### src/rtl/npc_pwm_pkg.sv
package npc_pwm_pkg;
  typedef enum logic [1:0] {
    LVL_ZERO = 2'b00,
    LVL_POS  = 2'b01,
    LVL_NEG  = 2'b11
  } level_e;

  // gate vector bit positions
  localparam int unsigned G_S1  = 0;
  localparam int unsigned G_S2  = 1;
  localparam int unsigned G_S1N = 2;
  localparam int unsigned G_S2N = 3;
  localparam int unsigned N_GATES = 4;
endpackage

### src/rtl/npc_carrier.sv
module npc_carrier #(
  parameter int unsigned CNT_W = 11
) (
  input  logic             clk_i,
  input  logic             rst_ni,
  input  logic [CNT_W-1:0] period_i,
  output logic [CNT_W-1:0] cnt_o,
  output logic             peak_o
);
  logic             up_q;
  logic [CNT_W-1:0] cnt_q;

  assign cnt_o  = cnt_q;
  assign peak_o = up_q && (cnt_q >= period_i);

  always_ff @(posedge clk_i or negedge rst_ni) begin
    if (!rst_ni) begin
      up_q  <= 1'b1;
      cnt_q <= '0;
    end else if (up_q) begin
      if (cnt_q >= period_i) begin
        up_q  <= 1'b0;
        cnt_q <= (cnt_q == '0) ? '0 : cnt_q - 1'b1;
      end else begin
        cnt_q <= cnt_q + 1'b1;
      end
    end else begin
      if (cnt_q == '0) begin
        up_q  <= 1'b1;
        cnt_q <= (period_i == '0) ? '0 : CNT_W'(1);
      end else begin
        cnt_q <= cnt_q - 1'b1;
      end
    end
  end
endmodule

### src/rtl/npc_region.sv
module npc_region
  import npc_pwm_pkg::*;
#(
  parameter int unsigned REF_W = 12,
  localparam int unsigned CNT_W = REF_W - 1
) (
  input  logic                    clk_i,
  input  logic                    rst_ni,
  input  logic signed [REF_W-1:0] ref_i,
  input  logic [CNT_W-1:0]        period_i,
  input  logic [CNT_W-1:0]        cnt_i,
  input  logic                    peak_i,
  output logic [N_GATES-1:0]      cmd_o
);
  logic signed [REF_W-1:0] ref_q;
  logic signed [REF_W-1:0] upper, lower;
  logic                    is_pos, is_neg;

  always_ff @(posedge clk_i or negedge rst_ni) begin
    if (!rst_ni)     ref_q <= '0;
    else if (peak_i) ref_q <= ref_i;
  end

  assign upper  = $signed({1'b0, cnt_i});
  assign lower  = upper - $signed({1'b0, period_i});
  assign is_pos = ref_q > upper;
  assign is_neg = ref_q < lower;

  always_comb begin
    cmd_o        = '0;
    cmd_o[G_S1]  = is_pos;
    cmd_o[G_S2]  = !is_neg;
    cmd_o[G_S1N] = !is_pos;
    cmd_o[G_S2N] = is_neg;
  end
endmodule

### src/rtl/npc_deadband.sv
module npc_deadband #(
  parameter int unsigned DT_W = 8
) (
  input  logic            clk_i,
  input  logic            rst_ni,
  input  logic            cmd_i,
  input  logic [DT_W-1:0] dead_i,
  output logic            gate_o
);
  logic [DT_W-1:0] hold_q;
  logic            gate_q;

  assign gate_o = gate_q;

  always_ff @(posedge clk_i or negedge rst_ni) begin
    if (!rst_ni) begin
      hold_q <= '0;
      gate_q <= 1'b0;
    end else if (!cmd_i) begin
      hold_q <= '0;
      gate_q <= 1'b0;
    end else begin
      gate_q <= (hold_q >= dead_i);
      if (hold_q != {DT_W{1'b1}}) hold_q <= hold_q + 1'b1;
    end
  end
endmodule

### src/rtl/npc_level_enc.sv
module npc_level_enc
  import npc_pwm_pkg::*;
(
  input  logic               clk_i,
  input  logic               rst_ni,
  input  logic [N_GATES-1:0] gates_i,
  output logic [1:0]         level_o
);
  level_e lvl_q;

  assign level_o = lvl_q;

  always_ff @(posedge clk_i or negedge rst_ni) begin
    if (!rst_ni) begin
      lvl_q <= LVL_ZERO;
    end else begin
      unique case (gates_i)
        4'b0011: lvl_q <= LVL_POS;   // s1, s2
        4'b0110: lvl_q <= LVL_ZERO;  // s2, s1n
        4'b1100: lvl_q <= LVL_NEG;   // s1n, s2n
        default: lvl_q <= lvl_q;     // dead time in progress
      endcase
    end
  end
endmodule

### src/rtl/npc_pwm_gen.sv
module npc_pwm_gen
  import npc_pwm_pkg::*;
#(
  parameter int unsigned REF_W = 12,
  parameter int unsigned DT_W  = 8,
  localparam int unsigned CNT_W = REF_W - 1
) (
  input  logic                    clk_i,
  input  logic                    rst_ni,
  input  logic signed [REF_W-1:0] ref_i,
  input  logic [CNT_W-1:0]        period_i,
  input  logic [DT_W-1:0]         dead_i,
  output logic                    s1_o,
  output logic                    s2_o,
  output logic                    s1n_o,
  output logic                    s2n_o,
  output logic [1:0]              level_o
);
  logic [CNT_W-1:0]   cnt;
  logic               peak;
  logic [N_GATES-1:0] cmd;
  logic [N_GATES-1:0] gates;

  npc_carrier #(.CNT_W(CNT_W)) u_carrier (
    .clk_i   (clk_i),
    .rst_ni  (rst_ni),
    .period_i(period_i),
    .cnt_o   (cnt),
    .peak_o  (peak)
  );

  npc_region #(.REF_W(REF_W)) u_region (
    .clk_i   (clk_i),
    .rst_ni  (rst_ni),
    .ref_i   (ref_i),
    .period_i(period_i),
    .cnt_i   (cnt),
    .peak_i  (peak),
    .cmd_o   (cmd)
  );

  for (genvar g = 0; g < N_GATES; g++) begin : g_db
    npc_deadband #(.DT_W(DT_W)) u_db (
      .clk_i (clk_i),
      .rst_ni(rst_ni),
      .cmd_i (cmd[g]),
      .dead_i(dead_i),
      .gate_o(gates[g])
    );
  end

  npc_level_enc u_enc (
    .clk_i  (clk_i),
    .rst_ni (rst_ni),
    .gates_i(gates),
    .level_o(level_o)
  );

  assign s1_o  = gates[G_S1];
  assign s2_o  = gates[G_S2];
  assign s1n_o = gates[G_S1N];
  assign s2n_o = gates[G_S2N];
endmodule

### config.mk
export PLATFORM = sky130hd
export DESIGN_NAME = npc_pwm_gen
export DESIGN_NICKNAME = d
export VERILOG_FILES = /design/src/rtl/npc_pwm_pkg.sv /design/src/rtl/npc_carrier.sv /design/src/rtl/npc_region.sv /design/src/rtl/npc_deadband.sv /design/src/rtl/npc_level_enc.sv /design/src/rtl/npc_pwm_gen.sv
export SDC_FILE = /design/constraint.sdc
export NUM_CORES = 1
export LEC_CHECK = 0
export ABC_AREA = 1
export BUFFER_PORTS_ARGS = -buffer_cell sky130_fd_sc_hd__buf_2
export CAP_MARGIN = 5
export CORE_UTILIZATION = 30
export DETAILED_ROUTE_END_ITERATION = 8
export HOLD_SLACK_MARGIN = 0.02
export PLACE_DENSITY = 0.52
export SYNTH_ARGS = -nofsm -noshare
export SYNTH_HDL_FRONTEND = slang
export SYNTH_SLANG_ARGS = --single-unit
### constraint.sdc
create_clock -name clk_i -period 4 [get_ports clk_i]
set_clock_uncertainty 0.05 [all_clocks]
set_input_delay 0.6 -clock clk_i [delete_from_list [all_inputs] [get_ports clk_i]]
set_output_delay 0.6 -clock clk_i [all_outputs]
set_load 0.01 [all_outputs]
# Yosys cells after proc, flatten, opt, wreduce, memory -nomap -nowiden

Index checks and enable logic that the tools add are counted.

Order comparisons: 7
Reductions and logical operators: 6
Eq/ne operators: 9
Mux-type cells: 21
Add/sub/neg operators: 7

Operator list:

| kind                                                 | number |
|---|---|
| 2-to-1 mux 8 bit                                     | 8 |
| 2-to-1 mux 11 bit                                    | 4 |
| adder 8 x 1 -> 8 bit (second input constant)         | 4 |
| >= comparator 8 bit                                  | 4 |
| != test 8 bit (second input constant)                | 4 |
| zero test 11 bit                                     | 2 |
| > comparator 12 bit                                  | 1 |
| less-than comparator 12 bit                          | 1 |
| subtractor 11 x 11 -> 12 bit                         | 1 |
| adder 11 x 1 -> 11 bit (second input constant)       | 1 |
| >= comparator 11 bit                                 | 1 |
| subtractor 11 x 1 -> 11 bit (second input constant)  | 1 |
| 2-to-1 mux 1 bit                                     | 8 |
| case mux 2 bit (3 select lines)                      | 1 |
| equality test 4 x 2 -> 1 bit (second input constant) | 1 |
| equality test 4 x 3 -> 1 bit (second input constant) | 1 |
| equality test 4 bit (second input constant)          | 1 |
| != test 2 bit (second input constant)                | 2 |
| nonzero test 2 bit                                   | 2 |
| nonzero test 3 bit                                   | 1 |
| logical AND 1 bit                                    | 1 |

Word-level logic and storage cells: 62
Output and inout bits: 6
Bits of input ports: 33
Register bits: 62

# Longest topological paths before layout

Depth in word-level cells: 4
Depth in mapped cells: 20

# Modules after synthesis

From an unflattened synthesis, not the netlist that was laid out.

Cell total of the unflattened synthesis: 795
Area, all modules: 5855.6 µm²

Modules (own cells, without submodules):

| module        | sequential area each (µm²) | times used | area an instance (µm²) | cells an instance |
|---|---|---|---|---|
| npc_deadband  | 225.2                      | 4          | 654.4                  | 84 |
| npc_region    | 300.3                      | 1          | 1664.1                 | 238 |
| npc_carrier   | 301.5                      | 1          | 1447.6                 | 202 |
| npc_level_enc | 50.0                       | 1          | 126.4                  | 19 |

# Least setup slack after synthesis

Ideal clock, no wire load.

Kind: in2reg
From: in period_i[0]
To: reg g_db[3].u_db.gate_q
Cell stages on the path: 19
Path slack: 1.081 ns
Arrival: 2.743 ns
Required time: 3.824 ns
Setup time: 0.126 ns
Cell sequence: ha_1 inv_1 fa_1 inv_1 nor2_1 nor2_4 o21bai_1 nand2_1 nand3_1 nand2_1 nand2_1 ha_1 nand2_1 nor3_1 nand2_1 nand2_1 nand2_1 nand2_1 nor2_1

Longest elaborated chain between the ends: 3

Ends and longest elaborated chain:

| what                         | line               | RTL |
|---|---|---|
| start: declaration           | npc_pwm_gen.sv:11  | `input logic [CNT_W-1:0] period_i,` |
| subtractor 11 x 11 -> 12 bit | npc_region.sv:25   | `assign lower = upper - $signed({1'b0, period_i});` |
| less-than comparator 12 bit  | npc_region.sv:27   | `assign is_neg = ref_q < lower;` |
| 2-to-1 mux 1 bit             | npc_deadband.sv:19 | `end else if (!cmd_i) begin` |
| end signal: assignment       | npc_deadband.sv:23 | `gate_q <= (hold_q >= dead_i);` |
| end: declaration             | npc_deadband.sv:11 | `logic gate_q;` |

No other way between the ends.
A chain may end at the register's enable or synchronous reset.

# Worst setup path after layout

From: reg u_carrier.cnt_q[0] (netlist: u_carrier.cnt_o[0])
To: reg g_db[1].u_db.hold_q[0]

Longest elaborated chain between the ends: 3
Elaborated cells on any way between the ends: 4

Ends and longest elaborated chain:

| what                                                   | line               | RTL |
|---|---|---|
| start: declaration                                     | npc_carrier.sv:11  | `logic [CNT_W-1:0] cnt_q;` |
| start signal: assignment                               | npc_carrier.sv:23  | `cnt_q <= (cnt_q == '0) ? '0 : cnt_q - 1'b1;` |
| start signal: assignment                               | npc_carrier.sv:25  | `cnt_q <= cnt_q + 1'b1;` |
| start signal: assignment                               | npc_carrier.sv:30  | `cnt_q <= (period_i == '0) ? '0 : CNT_W'(1);` |
| subtractor 11 x 11 -> 12 bit (*)                       | npc_region.sv:25   |  |
| less-than comparator 12 bit (*)                        | npc_region.sv:27   |  |
| 2-to-1 mux 8 bit or nonzero test 2 bit (tied branches) | n/a                |  |
| end signal: assignment                                 | npc_deadband.sv:24 | `if (hold_q != {DT_W{1'b1}}) hold_q <= hold_q + 1'b1;` |
| end: declaration                                       | npc_deadband.sv:10 | `logic [DT_W-1:0] hold_q;` |

Every way passes the cells marked *; elsewhere a longest branch is shown, timed or not.

==> flow_summary.json <==
{
  "outcome": "finished clean",
  "max_slew_margin_pct": 50.9,
  "highest_layer": "met4",
  "wl_um": 12000,
  "cts_root_buf": "clkbuf_16",
  "cap_violations": 0,
  "layout.nets": 826,
  "drive_above_1_share_pct": 12.7,
  "dr.first_iter.drc_count": 168,
  "pre_cts_slack_ns": 0.614,
  "dr.pass1.iters": 4,
  "fin_cells": 946,
  "clockBufferDepth": 2,
  "yosys.area_share.adder_pct": 17.6,
  "die_h_um": 133,
  "ir_worst_vdd_mv": 0.311,
  "ys_ff_latch": 62,
  "syn_area_per_cell_um2": 7.61,
  "wl_per_cell_um": 12.7,
  "vias_per_cell": 4.57,
  "antenna_found_initial": 0,
  "grt_max_degree": 33,
  "ctsResizeCount": 0,
  "final_common_cell": "nand2_1",
  "clock_latency_ns": 0.34,
  "rsz0062_at_grt": "no",
  "gp_congestion": 0.800,
  "syn_to_final_growth_pct": 13.6,
  "synthDistinctLibCells": 39,
  "io_pins": 39,
  "ys_seq_area_share_pct": 30.2,
  "synth_area_um2": 5150,
  "core_area_um2": 16600,
  "hold_ws_ns": 0.263,
  "stdcell_area_um2": 5850,
  "synth_top_family_by_area": "simple AND/OR/NAND/NOR gates",
  "total_power_mw": 3.48,
  "fin_tns_setup_ns": 0,
  "critical_path.max_fanout": 9,
  "dr_wl_met3_um": 319,
  "finalCriticalPeriod_ns": 3.33,
  "grt_first_pass_wirelength_um": 20400,
  "cts_setup_buffers": 0,
  "hold_buffers": 0,
  "initial_core_util_pct": 30.9,
  "synth_mux_area_share_pct": 0,
  "worstPathArrival_ns": 3.54,
  "crit_type": "flip-flop to flip-flop",
  "max_freq_mhz": 300,
  "grt_pass1_vias": 4105,
  "yosysWarnings": 0,
  "dieArea_um2": 17700,
  "hold_class": "input port to async pin",
  "p_per_area_nw_per_um2": 595,
  "rows": 47,
  "syn_inst": 677,
  "post-route-drc-count": 0,
  "grt_overflow_total": 0,
  "max_slew.worst_pin.slew_ns": 0.737,
  "vias": 4325,
  "clkTransAtPathRegs_ns": 0.06,
  "synth_compound_area_share_pct": 11.0,
  "synth_simple_gate_area_share_pct": 28.4,
  "startpoint_type": "flip-flop",
  "cp-end-kind": "flip-flop",
  "grt_use_total_pct": 14.7,
  "ant_nets": 0,
  "syn_nets": 782,
  "hpwlAfterDp_um": 9370,
  "met2_length_um": 5390,
  "dpl.cell_count": 930,
  "power_leakage_nw": 2.98,
  "port_buffers": 38,
  "cts_buffers": 9,
  "cts_tree": "yes",
  "post-route-period-util_pct": 83.2,
  "antennaDiodeCount": 0,
  "placed_area_um2": 5560,
  "cts_sinks": 62,
  "fill_cells": 1783,
  "die_w_um": 133,
  "final_cell_mix": "nand2_1 (145), inv_1 (89), ha_1 (71)",
  "fin_ws_ns": 0.672,
  "crit_required_ns": 4.21,
  "wirelength_met1_um": 6120,
  "synth_xor_area_share_pct": 4.76,
  "final_hold_viol_count": 0,
  "setup_viol": 0,
  "final_max_slew_viol_count": 0,
  "cts-htree-levels": 3,
  "utilization_pct": 35.1
}
-- per-layer routing --
| metal | global-route usage [%] | vias to the layer above |
|---|---|---|
| met2 | 23.5 | 58 |
| met4 | 4.53 | 0 |
| met3 | 3.22 | 11 |
| li1 | - | 2344 |
| met1 | 19.8 | 1912 |
| met5 | 0 | - |
-- synthesized netlist by cell type --
cell type  number  area, um^2
inv_1          89         334
xor2_1         23         201
o21ai_1         4        20.0
nand2_4         1        11.3
dfrtp_1        61        1530
buf_4           1        7.51
o32a_1          1        10.0
a21oi_2         1        8.76
o31ai_1         1        7.51
o21ai_0        22         110
nor3_1         14        70.1
fa_1            1        20.0
dfstp_2         1        26.3
inv_2           5        18.8
nand2_2         8        50.1
xnor2_1         5        43.8
ha_1           71         888
nand3_2         3        30.0
buf_6           2        22.5
a21boi_0        2        15.0
o2111ai_1       1        8.76
nor2_2          4        25.0
nor4_1          2        12.5
a31oi_1         3        18.8
nor2_8          1        20.0
buf_2           2        10.0
o21ai_2         6        52.6
a41o_1          1        10.0
nand2_1       145         544
buf_12          1        20.0
nand4_1        21         131
nand3b_1        1        7.51
nand3_1        50         250
a21o_1          1        7.51
o21bai_1        7        52.6
nor2_1         59         221
a21oi_1        49         245
nor2_4          6        67.6
nand4_4         1        21.3
-- registers in the layout, indices dropped and copies added, names as in the netlist --
signal,count
u_enc.level_o,2
u_region.ref_q,12
u_carrier.up_q,1
g_db.u_db.hold_q,32
g_db.u_db.gate_o,4
u_carrier.cnt_o,11
-- cells by family after synthesis --
kind of cell	after synthesis
buffers and inverters	100
adders and majority gates	72
xor gates and xnor gates	28
DFF	62
AOI/OAI and AO/OA	99
and+or+nand+nor	316
-- where the power goes --
group,switching (mW),internal (mW)
Sequential,0.220,0.788
Clock,0.294,0.451
Combinational,1.08,0.649
Total,1.59,1.89
-- worst max-delay path: stages, from the launching register on --
cell and delay, ns:
dfrtp_1 0.44, inv_1 0.17, ha_1 0.22, inv_1 0.08, fa_1 0.41, inv_1 0.07
nor2_1 0.06, nor2_4 0.15, o21bai_1 0.14, nand2_1 0.10, nand3_1 0.07, nand2_1 0.06
nand2_1 0.05, ha_1 0.26, nand2_1 0.09, o21ai_0 0.09, a21oi_1 0.21, nand2_1 0.10
nand2_1 0.07, nand2_1 0.19, nor2_1 0.16
-- area by class of cell --
type	count	area (um^2)	area share (%)
multi-input cells	515	3180	54.4
flip-flops and latches	62	1550	26.6
inverters	94	353	6.03
well taps	220	275	4.71
clock buffers	11	253	4.32
repair buffers	39	198	3.38
clock inverters	5	33.8	0.578
-- path summary, 6_finish.rpt --
check	from	to	slack (ns)	cells after the start
setup / recovery	u_carrier.cnt_o[0]$_DFF_PN0_	g_db[1].u_db.hold_q[0]$_DFFE_PN0P_	0.67	20
hold / removal	rst_ni	g_db[0].u_db.hold_q[2]$_DFFE_PN0P_	0.26	1
setup reg to reg	u_carrier.cnt_o[0]$_DFF_PN0_	g_db[1].u_db.hold_q[0]$_DFFE_PN0P_	0.67	20
hold reg to reg	u_region.ref_q[0]$_DFFE_PN0P_	u_region.ref_q[0]$_DFFE_PN0P_	0.45	2
max in group asynchronous	rst_ni	u_carrier.up_q$_DFF_PN1_	2.67	2
min in group clk_i	ref_i[1]	u_region.ref_q[1]$_DFFE_PN0P_	0.44	3
No activity file was read; power rests on OpenSTA's default activity.
